## src/rtl/rtc_cal_pkg.sv

```systemverilog
package rtc_cal_pkg;

   localparam int NFLD = 8;
   localparam int FW   = 12;

   localparam int I_SEC  = 0;
   localparam int I_MIN  = 1;
   localparam int I_HOUR = 2;
   localparam int I_DOM  = 3;
   localparam int I_DOW  = 4;
   localparam int I_DOY  = 5;
   localparam int I_MON  = 6;
   localparam int I_YEAR = 7;

   localparam logic [4:0] OFS_STAT = 5'h00;
   localparam logic [4:0] OFS_CTRL = 5'h08;
   localparam logic [4:0] OFS_ISEL = 5'h0C;
   localparam logic [4:0] OFS_AMSK = 5'h10;
   localparam logic [4:0] OFS_PK0  = 5'h14;
   localparam logic [4:0] OFS_PK1  = 5'h18;
   localparam logic [4:0] OFS_PK2  = 5'h1C;

   // upper address bits selecting each 32-byte page
   localparam int PAGE_CTL  = 0;
   localparam int PAGE_TIME = 1;
   localparam int PAGE_ALM  = 3;

   function automatic int fld_bits(input int idx);
      case (idx)
         I_SEC, I_MIN:   return 6;
         I_HOUR, I_DOM:  return 5;
         I_DOW:          return 3;
         I_MON:          return 4;
         default:        return FW;
      endcase
   endfunction

   function automatic logic [FW-1:0] fld_mask(input int idx);
      logic [FW-1:0] one;
      one = 1;
      return (one << fld_bits(idx)) - one;
   endfunction

   function automatic logic [4:0] month_days(input logic [3:0] mon, input logic leap);
      case (mon)
         4'd2:                   return leap ? 5'd29 : 5'd28;
         4'd4, 4'd6, 4'd9, 4'd11: return 5'd30;
         default:                return 5'd31;
      endcase
   endfunction

endpackage

```

## src/rtl/rtc_cal_count.sv

```systemverilog
module rtc_cal_count
   import rtc_cal_pkg::*;
(
   input  logic                      clk,
   input  logic                      rst_n,
   input  logic                      step,
   input  logic [NFLD-1:0]           ld_sel,
   input  logic [FW-1:0]             ld_val,
   output logic [NFLD-1:0][FW-1:0]   cur,
   output logic [NFLD-1:0]           adv
);

   localparam logic [FW-1:0] ONE_FW = 1;

   logic [5:0]    sec_q, min_q;
   logic [4:0]    hour_q, dom_q;
   logic [2:0]    dow_q;
   logic [FW-1:0] doy_q, year_q;
   logic [3:0]    mon_q;

   logic       go, c_min, c_hour, c_day, c_mon, c_year;
   logic [4:0] mlen;

   always_comb begin
      go     = step & ~(|ld_sel);
      mlen   = month_days(mon_q, year_q[1:0] == 2'b00);
      c_min  = go & (sec_q >= 6'd59);
      c_hour = c_min & (min_q >= 6'd59);
      c_day  = c_hour & (hour_q >= 5'd23);
      c_mon  = c_day & (dom_q >= mlen);
      c_year = c_mon & (mon_q >= 4'd12);
   end

   assign adv = {c_year, c_mon, c_day, c_day, c_day, c_hour, c_min, go};

   always_ff @(posedge clk) begin
      if (!rst_n) begin
         sec_q  <= '0;
         min_q  <= '0;
         hour_q <= '0;
         dom_q  <= 5'd1;
         dow_q  <= '0;
         doy_q  <= ONE_FW;
         mon_q  <= 4'd1;
         year_q <= '0;
      end else if (|ld_sel) begin
         if (ld_sel[I_SEC])  sec_q  <= ld_val[5:0];
         if (ld_sel[I_MIN])  min_q  <= ld_val[5:0];
         if (ld_sel[I_HOUR]) hour_q <= ld_val[4:0];
         if (ld_sel[I_DOM])  dom_q  <= ld_val[4:0];
         if (ld_sel[I_DOW])  dow_q  <= ld_val[2:0];
         if (ld_sel[I_DOY])  doy_q  <= ld_val;
         if (ld_sel[I_MON])  mon_q  <= ld_val[3:0];
         if (ld_sel[I_YEAR]) year_q <= ld_val;
      end else if (go) begin
         sec_q <= c_min ? 6'd0 : sec_q + 6'd1;
         if (c_min)  min_q  <= c_hour ? 6'd0 : min_q + 6'd1;
         if (c_hour) hour_q <= c_day ? 5'd0 : hour_q + 5'd1;
         if (c_day) begin
            dom_q <= c_mon ? 5'd1 : dom_q + 5'd1;
            dow_q <= (dow_q >= 3'd6) ? 3'd0 : dow_q + 3'd1;
            doy_q <= c_year ? ONE_FW : doy_q + ONE_FW;
         end
         if (c_mon)  mon_q  <= c_year ? 4'd1 : mon_q + 4'd1;
         if (c_year) year_q <= year_q + ONE_FW;
      end
   end

   always_comb begin
      cur         = '0;
      cur[I_SEC]  = {{(FW-6){1'b0}}, sec_q};
      cur[I_MIN]  = {{(FW-6){1'b0}}, min_q};
      cur[I_HOUR] = {{(FW-5){1'b0}}, hour_q};
      cur[I_DOM]  = {{(FW-5){1'b0}}, dom_q};
      cur[I_DOW]  = {{(FW-3){1'b0}}, dow_q};
      cur[I_DOY]  = doy_q;
      cur[I_MON]  = {{(FW-4){1'b0}}, mon_q};
      cur[I_YEAR] = year_q;
   end

   AST_HOLD_IDLE: assert property (@(posedge clk) disable iff (!rst_n)
      (!step && ld_sel == '0) |=> $stable(cur));
   AST_SEC_WRAP: assert property (@(posedge clk) disable iff (!rst_n)
      (go && sec_q == 6'd59) |=> (sec_q == 6'd0));
   AST_DOW_WRAP: assert property (@(posedge clk) disable iff (!rst_n)
      (c_day && dow_q == 3'd6) |=> (dow_q == 3'd0));
   AST_YEAR_TURN: assert property (@(posedge clk) disable iff (!rst_n)
      c_year |=> (mon_q == 4'd1 && doy_q == ONE_FW && dom_q == 5'd1));
   AST_LOAD_WINS: assert property (@(posedge clk) disable iff (!rst_n)
      (step && ld_sel[I_SEC]) |=> (sec_q == $past(ld_val[5:0])));

endmodule

```

## src/rtl/rtc_cal_alarm.sv

```systemverilog
module rtc_cal_alarm
   import rtc_cal_pkg::*;
(
   input  logic                      clk,
   input  logic                      rst_n,
   input  logic [NFLD-1:0]           ld_sel,
   input  logic [FW-1:0]             ld_val,
   input  logic [NFLD-1:0]           mask,
   input  logic [NFLD-1:0][FW-1:0]   cur,
   output logic [NFLD-1:0][FW-1:0]   alm,
   output logic                      hit
);

   logic [NFLD-1:0] eq;
   logic            match, match_q;

   for (genvar i = 0; i < NFLD; i++) begin : g_fld
      localparam logic [FW-1:0] WMASK = fld_mask(i);
      always_ff @(posedge clk) begin
         if (!rst_n)         alm[i] <= '0;
         else if (ld_sel[i]) alm[i] <= ld_val & WMASK;
      end
      assign eq[i] = mask[i] | (alm[i] == cur[i]);
   end

   assign match = (&eq) & ~(&mask);

   always_ff @(posedge clk) begin
      if (!rst_n) match_q <= 1'b0;
      else        match_q <= match;
   end

   assign hit = match & ~match_q;

   AST_ALL_MASKED_QUIET: assert property (@(posedge clk) disable iff (!rst_n)
      (mask == '1) |-> !hit);
   AST_ONE_SHOT: assert property (@(posedge clk) disable iff (!rst_n)
      hit |=> !hit);

endmodule

```

## src/rtl/rtc_calendar.sv

```systemverilog
module rtc_calendar
   import rtc_cal_pkg::*;
#(
   parameter int ADDR_W   = 8,
   parameter int DATA_W   = 32,
   parameter bit READ_REG = 1'b0
)(
   input  logic              clk,
   input  logic              rst_n,
   input  logic              sec_tick,
   input  logic              bus_we,
   input  logic [ADDR_W-1:0] bus_addr,
   input  logic [DATA_W-1:0] bus_wdata,
   output logic [DATA_W-1:0] bus_rdata,
   output logic              irq
);

   localparam int PG_W = ADDR_W - 5;

   if (ADDR_W < 7) begin : g_bad_addr
      $error("rtc_calendar: ADDR_W must reach offset 0x7C");
   end
   if (DATA_W < 28) begin : g_bad_data
      $error("rtc_calendar: DATA_W must hold the packed year field");
   end

   logic [PG_W-1:0]          page;
   logic [2:0]               fidx;
   logic                     word_ok, ctl_wr;
   logic [NFLD-1:0]          t_sel, a_sel;
   logic [NFLD-1:0][FW-1:0]  cur, alm;
   logic [NFLD-1:0]          adv;
   logic                     alm_hit, inc_set;
   logic                     run_q, cal_q;
   logic [NFLD-1:0]          isel_q, amsk_q;
   logic [1:0]               sts_q;
   logic                     sts_wr;
   logic [DATA_W-1:0]        rd_c;

   assign page    = bus_addr[ADDR_W-1:5];
   assign fidx    = bus_addr[4:2];
   assign word_ok = (bus_addr[1:0] == 2'b00);
   assign ctl_wr  = bus_we & word_ok & (page == PG_W'(PAGE_CTL));
   assign sts_wr  = ctl_wr & (bus_addr[4:0] == OFS_STAT);

   always_comb begin
      t_sel = '0;
      a_sel = '0;
      if (bus_we && word_ok && page == PG_W'(PAGE_TIME)) t_sel[fidx] = 1'b1;
      if (bus_we && word_ok && page == PG_W'(PAGE_ALM))  a_sel[fidx] = 1'b1;
   end

   rtc_cal_count u_count (
      .clk    (clk),
      .rst_n  (rst_n),
      .step   (sec_tick & run_q),
      .ld_sel (t_sel),
      .ld_val (bus_wdata[FW-1:0]),
      .cur    (cur),
      .adv    (adv)
   );

   rtc_cal_alarm u_alarm (
      .clk    (clk),
      .rst_n  (rst_n),
      .ld_sel (a_sel),
      .ld_val (bus_wdata[FW-1:0]),
      .mask   (amsk_q),
      .cur    (cur),
      .alm    (alm),
      .hit    (alm_hit)
   );

   assign inc_set = |(adv & isel_q);

   always_ff @(posedge clk) begin
      if (!rst_n) begin
         run_q  <= 1'b0;
         cal_q  <= 1'b0;
         isel_q <= '0;
         amsk_q <= '1;
         sts_q  <= '0;
      end else begin
         if (ctl_wr && bus_addr[4:0] == OFS_CTRL) begin
            run_q <= bus_wdata[0];
            cal_q <= bus_wdata[4];
         end
         if (ctl_wr && bus_addr[4:0] == OFS_ISEL) isel_q <= bus_wdata[NFLD-1:0];
         if (ctl_wr && bus_addr[4:0] == OFS_AMSK) amsk_q <= bus_wdata[NFLD-1:0];
         sts_q[0] <= inc_set | (sts_q[0] & ~(sts_wr & bus_wdata[0]));
         sts_q[1] <= alm_hit | (sts_q[1] & ~(sts_wr & bus_wdata[1]));
      end
   end

   assign irq = |sts_q;

   always_comb begin
      rd_c = '0;
      if (word_ok) begin
         if (page == PG_W'(PAGE_TIME)) begin
            rd_c[FW-1:0] = cur[fidx];
         end else if (page == PG_W'(PAGE_ALM)) begin
            rd_c[FW-1:0] = alm[fidx];
         end else if (page == PG_W'(PAGE_CTL)) begin
            case (bus_addr[4:0])
               OFS_STAT: rd_c[1:0] = sts_q;
               OFS_CTRL: begin
                  rd_c[0] = run_q;
                  rd_c[4] = cal_q;
               end
               OFS_ISEL: rd_c[NFLD-1:0] = isel_q;
               OFS_AMSK: rd_c[NFLD-1:0] = amsk_q;
               OFS_PK0: begin
                  rd_c[5:0]   = cur[I_SEC][5:0];
                  rd_c[13:8]  = cur[I_MIN][5:0];
                  rd_c[20:16] = cur[I_HOUR][4:0];
                  rd_c[26:24] = cur[I_DOW][2:0];
               end
               OFS_PK1: begin
                  rd_c[4:0]   = cur[I_DOM][4:0];
                  rd_c[11:8]  = cur[I_MON][3:0];
                  rd_c[27:16] = cur[I_YEAR];
               end
               OFS_PK2: rd_c[FW-1:0] = cur[I_DOY];
               default: rd_c = '0;
            endcase
         end
      end
   end

   if (READ_REG) begin : g_rd_flop
      logic [DATA_W-1:0] rd_q;
      always_ff @(posedge clk) begin
         if (!rst_n) rd_q <= '0;
         else        rd_q <= rd_c;
      end
      assign bus_rdata = rd_q;
   end else begin : g_rd_comb
      assign bus_rdata = rd_c;
   end

   AST_ALARM_NEEDS_MASK: assert property (@(posedge clk) disable iff (!rst_n)
      $rose(sts_q[1]) |-> ($past(amsk_q) != '1));
   AST_INC_SETS: assert property (@(posedge clk) disable iff (!rst_n)
      inc_set |=> sts_q[0]);
   AST_W1C_ALARM: assert property (@(posedge clk) disable iff (!rst_n)
      (sts_wr && bus_wdata[1] && !alm_hit) |=> !sts_q[1]);
   AST_W0_KEEPS: assert property (@(posedge clk) disable iff (!rst_n)
      (sts_q[0] && !(sts_wr && bus_wdata[0])) |=> sts_q[0]);
   AST_IRQ_LEVEL: assert property (@(posedge clk) disable iff (!rst_n)
      $fell(irq) |-> ($past(sts_wr) && sts_q == 2'b00));

endmodule

```

## config.mk

```make
export PLATFORM = sky130hd
export DESIGN_NAME = rtc_calendar
export DESIGN_NICKNAME = d
export VERILOG_FILES = /design/src/rtl/rtc_cal_pkg.sv /design/src/rtl/rtc_cal_count.sv /design/src/rtl/rtc_cal_alarm.sv /design/src/rtl/rtc_calendar.sv
export SDC_FILE = /design/constraint.sdc
export NUM_CORES = 1
export LEC_CHECK = 0
export BUFFER_PORTS_ARGS = -buffer_cell sky130_fd_sc_hd__buf_4
export CAP_MARGIN = 25
export CORE_AREA = 2 2 133 135
export CTS_CLUSTER_SIZE = 14
export DETAILED_ROUTE_END_ITERATION = 16
export DIE_AREA = 0 0 135 137
export PLACE_DENSITY_LB_ADDON = 0.12
export SYNTH_ARGS = -nofsm -noshare
export SYNTH_HDL_FRONTEND = slang
export SYNTH_SLANG_ARGS = --single-unit
```

## constraint.sdc

```tcl
create_clock -name clk -period 2.6 [get_ports clk]
set_input_delay 0 -clock clk [delete_from_list [all_inputs] [get_ports clk]]
set_output_delay 0 -clock clk [all_outputs]
set_load 0.01 [all_outputs]
```

# Word-level counts from Yosys, hierarchy flattened
# Cells that the tools add are included.
# classes
add_sub_neg	8
n_bitwise	32
muxes	66
reduce_logical	31
eq_ne	29
n_lt_le_gt_ge	8
# op_table
op	count
12-bit 2-to-1 mux	13
12-bit binary-select mux with 3-bit select	2
6-bit 2-to-1 mux	9
5-bit 2-to-1 mux	10
32-bit 2-to-1 mux	1
28-bit 2-to-1 mux	1
12-bit by 1-bit adder with 12-bit output, second input constant	2
12-bit == test	2
3-bit AND reduction	7
5-bit == test, second input constant	4
20-bit 2-to-1 mux	1
4-bit 2-to-1 mux	5
5-bit one-hot mux with 2 select lines	2
3-bit 2-to-1 mux	6
1-bit AND	16
16-bit 2-to-1 mux	1
8-bit 2-to-1 mux	2
2-bit != test, second input constant	8
8-bit AND reduction	2
8-bit OR reduction	2
6-bit by 1-bit adder with 6-bit output, second input constant	2
6-bit == test	2
6-bit greater-or-equal comparator, second input constant	2
1-bit one-hot mux with 6 select lines	2
38 further kinds	70
# word_totals
reg_bits	127
output_inout_bits	33
input_bits	44
word_cells	196

# Longest topological paths before layout
# logic_depth
ltp_word	17
depth_mapped	13
depth_no_buf	12

# Hierarchy
# Synthesis repeated with hierarchy kept, for this count alone.
# hier_totals
hier_cells	1257
area_unflattened_um2	10236.1
# modules_own_cells
mod	area_each_um2	instances	seq_area_each_um2	cells_each
rtc_cal_count	3803.6	1	1061.0	489
rtc_calendar	3498.4	1	400.4	452
rtc_cal_alarm	2934.1	1	1081.0	316

# Worst setup path before layout
# No wires, ideal clock.
# synth_timing
path_kind	flip-flop to flip-flop
start	register u_count.mon_q[0]
end	register u_count.year_q[0]
path_buffers	0
required_time_ns	2.480
t_arrival_ns	2.593
synth_period_minus_slack_ns	2.713
stages_incl_launch_ff	13
setup_slack_ns	-0.113
setup_time_ns	0.120
path_cell_list	dfxtp_1 -> inv_1 -> ha_1 -> o21ai_0 -> o21ai_0 -> o21ai_0 -> ha_1 -> nand2b_1 -> a21oi_1 -> nor3_1 -> a22oi_4 -> and2_0 -> o31a_1
# synth_between
elab_chain_cells	8
elab_cells_between_ends	13
classes_between	order compare: 2; eq/ne: 5; mux: 1; bitwise: 2; reduce/logical: 3
# synth_rtl
item	line	source
from (decl)	rtc_cal_count.sv:19	logic [3:0] mon_q;
from (signal assigned)	rtc_cal_count.sv:53	if (ld_sel[I_MON]) mon_q <= ld_val[3:0];
from (signal assigned)	rtc_cal_count.sv:64	if (c_mon) mon_q <= c_year ? 4'd1 : mon_q + 4'd1;
4-bit by 3-bit == test with 1-bit output or 4-bit == test (tied branches)	rtc_cal_pkg.sv:45	case (mon)
4-bit OR reduction	rtc_cal_pkg.sv:45	
5-bit one-hot mux with 2 select lines	rtc_cal_pkg.sv:45	
5-bit greater-or-equal comparator	rtc_cal_count.sv:30	c_mon = c_day & (dom_q >= mlen);
1-bit AND	rtc_cal_count.sv:30	
1-bit AND *	rtc_cal_count.sv:31	c_year = c_mon & (mon_q >= 4'd12);
2-bit nonzero test (no line) *	-	
3-bit AND reduction (no line) *	-	
to (signal assigned)	rtc_cal_count.sv:54	if (ld_sel[I_YEAR]) year_q <= ld_val;
to (signal assigned)	rtc_cal_count.sv:65	if (c_year) year_q <= year_q + ONE_FW;
to (decl)	rtc_cal_count.sv:18	logic [FW-1:0] doy_q, year_q;
# Mark *: on every way between the ends. The rest lies on a longest branch, timed or not.
# A chain may end at the register's enable or synchronous reset.

# Final worst setup path
# Same ends and word-level chain as after synthesis.

==> run metrics <==
crit path max-delay cell type dfxtp_2; All-Layer GR Usage 0.367; maximum buffer depth of the clock tree 2; Most common cell on crit path buf_4; Yosys warnings 0; initial antenna violation count 0; Logic pwr share 0.073; Post-Route Setup TNS 0 ps; final hold violations 0; Overflow after GRT 0; min Tclk post-route 2560 ps; first-iteration detailed-routing DRC count 1294; Yosys top cell by area dfxtp_1; Layout Area Growth over Synthesis 21.0%; CTS Sinks 127; Starting Density 0.492; CP bufs+invs 3; final RePlAce weighted congestion 1.04; total core area 0.0171 mm2; Die Area 0.0185 mm2; CTS Root Cell clkbuf_16; clock share of power 0.525; cell count along the critical path 14; synthesized area 0.00839 mm2; I/O Buffers 50; Post-synth EDFFs 0; worst hold path type in2reg; worst skew pair latency 450 ps; CP endpoint kind flop; TritonCTS clock tree built; post-place setup slack -37.8 ps; cell with the most instances after synthesis nand2_1; Synth Instances 1112; top-area cell type share of the netlist area 0.303; Design Area, Final 0.0101 mm2; Netlist cell types 80; Min-Delay Path Depth 5; PwrDens 478 mW/mm2; Max Transition Viols Final 0; Via-to-Cell Ratio 6.48; largest net degree at the start of global routing 41; CP top delay family compound AO/OA/AOI/OAI gates; hold slack final 161 ps; nets 1249; Top Ports 77; Max FO, Critical Path 6; Max H-tree Level 4; FMAX 391 MHz; sequential power share 0.402; routed length per placed instance 23.5 um; setup violators final 0; FF-to-FF path depth 14; flops & latches, synth 127; Clk pin slew, worst setup/hold paths 70 ps; max incr delay on CP 350 ps; top post-synthesis cells by area dfxtp_1, nand2_1, a21oi_1; critical path data arrival time 2890 ps; leading cell types by count after synthesis nand2_1, dfxtp_1, nor2_1, a21oi_1, nand3_1; Filler Cell Count 1609; Die X 135 um; type of origin of the critical path flop; Worst Skew 13.8 ps; Pint 3.52 mW; first-pass GRT wire length 50.9 mm; CP cell instances buf_4 -> ha_2 -> nor2_1 -> o21ai_0 -> o21ai_1 -> ha_1 -> nand2b_4 -> a21oi_4 -> nor3_2 -> buf_4 -> a22oi_4 -> buf_12 -> and2_0 -> o31a_1; Num CTS Buffers 17; Detail Route Antenna Nets 0; outcome complete, no violations; CP required 2930 ps; Pleak 4.18 nW; DIE HEIGHT 137 um; NetSw 1.33 mW; Core Rows 48; maximum vdd drop 0.000486 V; 1st-pass router iterations 6; hpwl dp 24.0 mm; smallest setup slack after layout 43.0 ps; Slew Limit Headroom 0.444; max_cap viols 0; WL final 33.5 mm; Net Sw Frac 0.274; sequential share of the synthesized area 0.303; vias in the first global route 8302; DRC viols 0; Crit Path Category reg2reg; placed instance area 0.00929 mm2; antenna cells 0; via count 9247; crit share post-route 0.983; Worst-Margin Slew 834 ps; Post-Syn Area per Cell 7.54 um2; overall power 4.85 mW; layout cell share with drive strength beyond 1 0.182; most common flop cell mapped by yosys dfxtp_1; FFs w/ async S/R, synth 0
-- cell families (layout without fill, tap and decap cells) --
logic type	count (synthesis)	after routing	share of synthesized area
AO/OA/AOI/OAI	313	313	0.249
XOR/XNOR	49	49	0.0512
adder cells (fa/ha/maj)	15	15	0.0224
buffers and inverters	120	206	0.0637
flip-flops	127	127	0.303
multiplexers	46	46	0.0624
other	1	6	0.000447
AND/OR/NAND/NOR	441	441	0.248
-- metrics by stage --
stage | instances | utilization
final | 1428 | 0.595
after global routing | 1428 | 0.595
after CTS | 1424 | 0.589
after detailed placement | 1378 | 0.545
after global placement | 1378 | 0.545
after floorplan | 1117 | -
-- what timing repair did --
item                       CTS  global route
hold buffers                14             0
setup endpoints to repair   10            34
pin swaps                    1             7
gates cloned                 0             2
hold endpoints to repair    85             0
setup buffers                0             2
resized for setup            1            10
-- final timing paths --
path,start,to,slack (ps)
setup / recovery,u_count.mon_q[0],u_count.year_q[0],40
setup reg to reg,u_count.mon_q[0],u_count.year_q[0],40
hold reg to reg,u_alarm.match_q,sts_q[1],430
hold / removal,bus_addr[0],u_alarm.alm[50],160
-- worst min-delay path: stages --
cell and delay, ps:
buf_4 100, or3b_4 200, nor2_4 110, nand3_1 90, a21oi_1 50
-- power by group through the flow --
| stage | registers [mW] | clock network, mW | logic (mW) |
|---|---|---|---|
| 3_3_place_gp | 2.00 | 0 | 0.325 |
| 4_1_cts | 1.95 | 2.56 | 0.340 |
| 3_5_place_dp | 2.00 | 0 | 0.323 |
| 6_report | 1.95 | 2.55 | 0.353 |
| 5_1_grt | 1.95 | 2.66 | 0.372 |
| 2_1_floorplan | 1.99 | 0 | 0.192 |
-- sequential cells by signal (all words and copies together) (netlist names) --
signal and flops:
amsk_q 8, cal_q 1, isel_q 8, run_q 1
sts_q 2, u_alarm.alm 53, u_alarm.match_q 1, u_count.dom_q 5
u_count.dow_q 3, u_count.doy_q 12, u_count.hour_q 5, u_count.min_q 6
u_count.mon_q 4, u_count.sec_q 6, u_count.year_q 12
-- per-layer routing --
metal	global-route usage	wire, um
met4	0.144	1370
met1	0.521	14100
met3	0.0778	3840
met5	0	0
met2	0.544	14300
-- final cells by class --
class,instances,area [um2],area share
clock buffers,17,425,0.0419
flip-flops and latches,127,2540,0.251
repair buffers,154,1270,0.125
well taps,225,282,0.0277
clock inverters,15,185,0.0182
inverters,20,75.1,0.00740
multi-input cells,870,5370,0.529
-- placed cells by master (no fill, tap or decap), types with 5 or more instances in the layout --
cell,Yosys,final
nand2_1,156,156
buf_4,9,134
dfxtp_1,127,125
nor2_1,96,95
a21oi_1,88,87
nand3_1,85,85
o21ai_0,53,51
xor2_1,38,38
a22oi_1,34,34
mux2i_1,32,32
o22ai_1,24,24
a31oi_1,19,19
clkbuf_16,0,19
inv_1,19,17
and3_1,17,17
o31ai_1,15,15
dlygate4sd3_1,0,14
nand4_1,13,13
ha_1,15,13
nor3_1,13,11
a222oi_1,11,11
nor4_1,11,11
xnor2_1,11,11
mux2_2,10,10
nand2b_1,11,10
and2_1,7,7
a211oi_1,7,7
o221ai_1,6,6
o41ai_1,6,6
conb_1,1,6
inv_6,0,6
nor2b_1,5,5
a21boi_0,5,5
inv_8,0,5
Power figures use the tool's default switching activity.
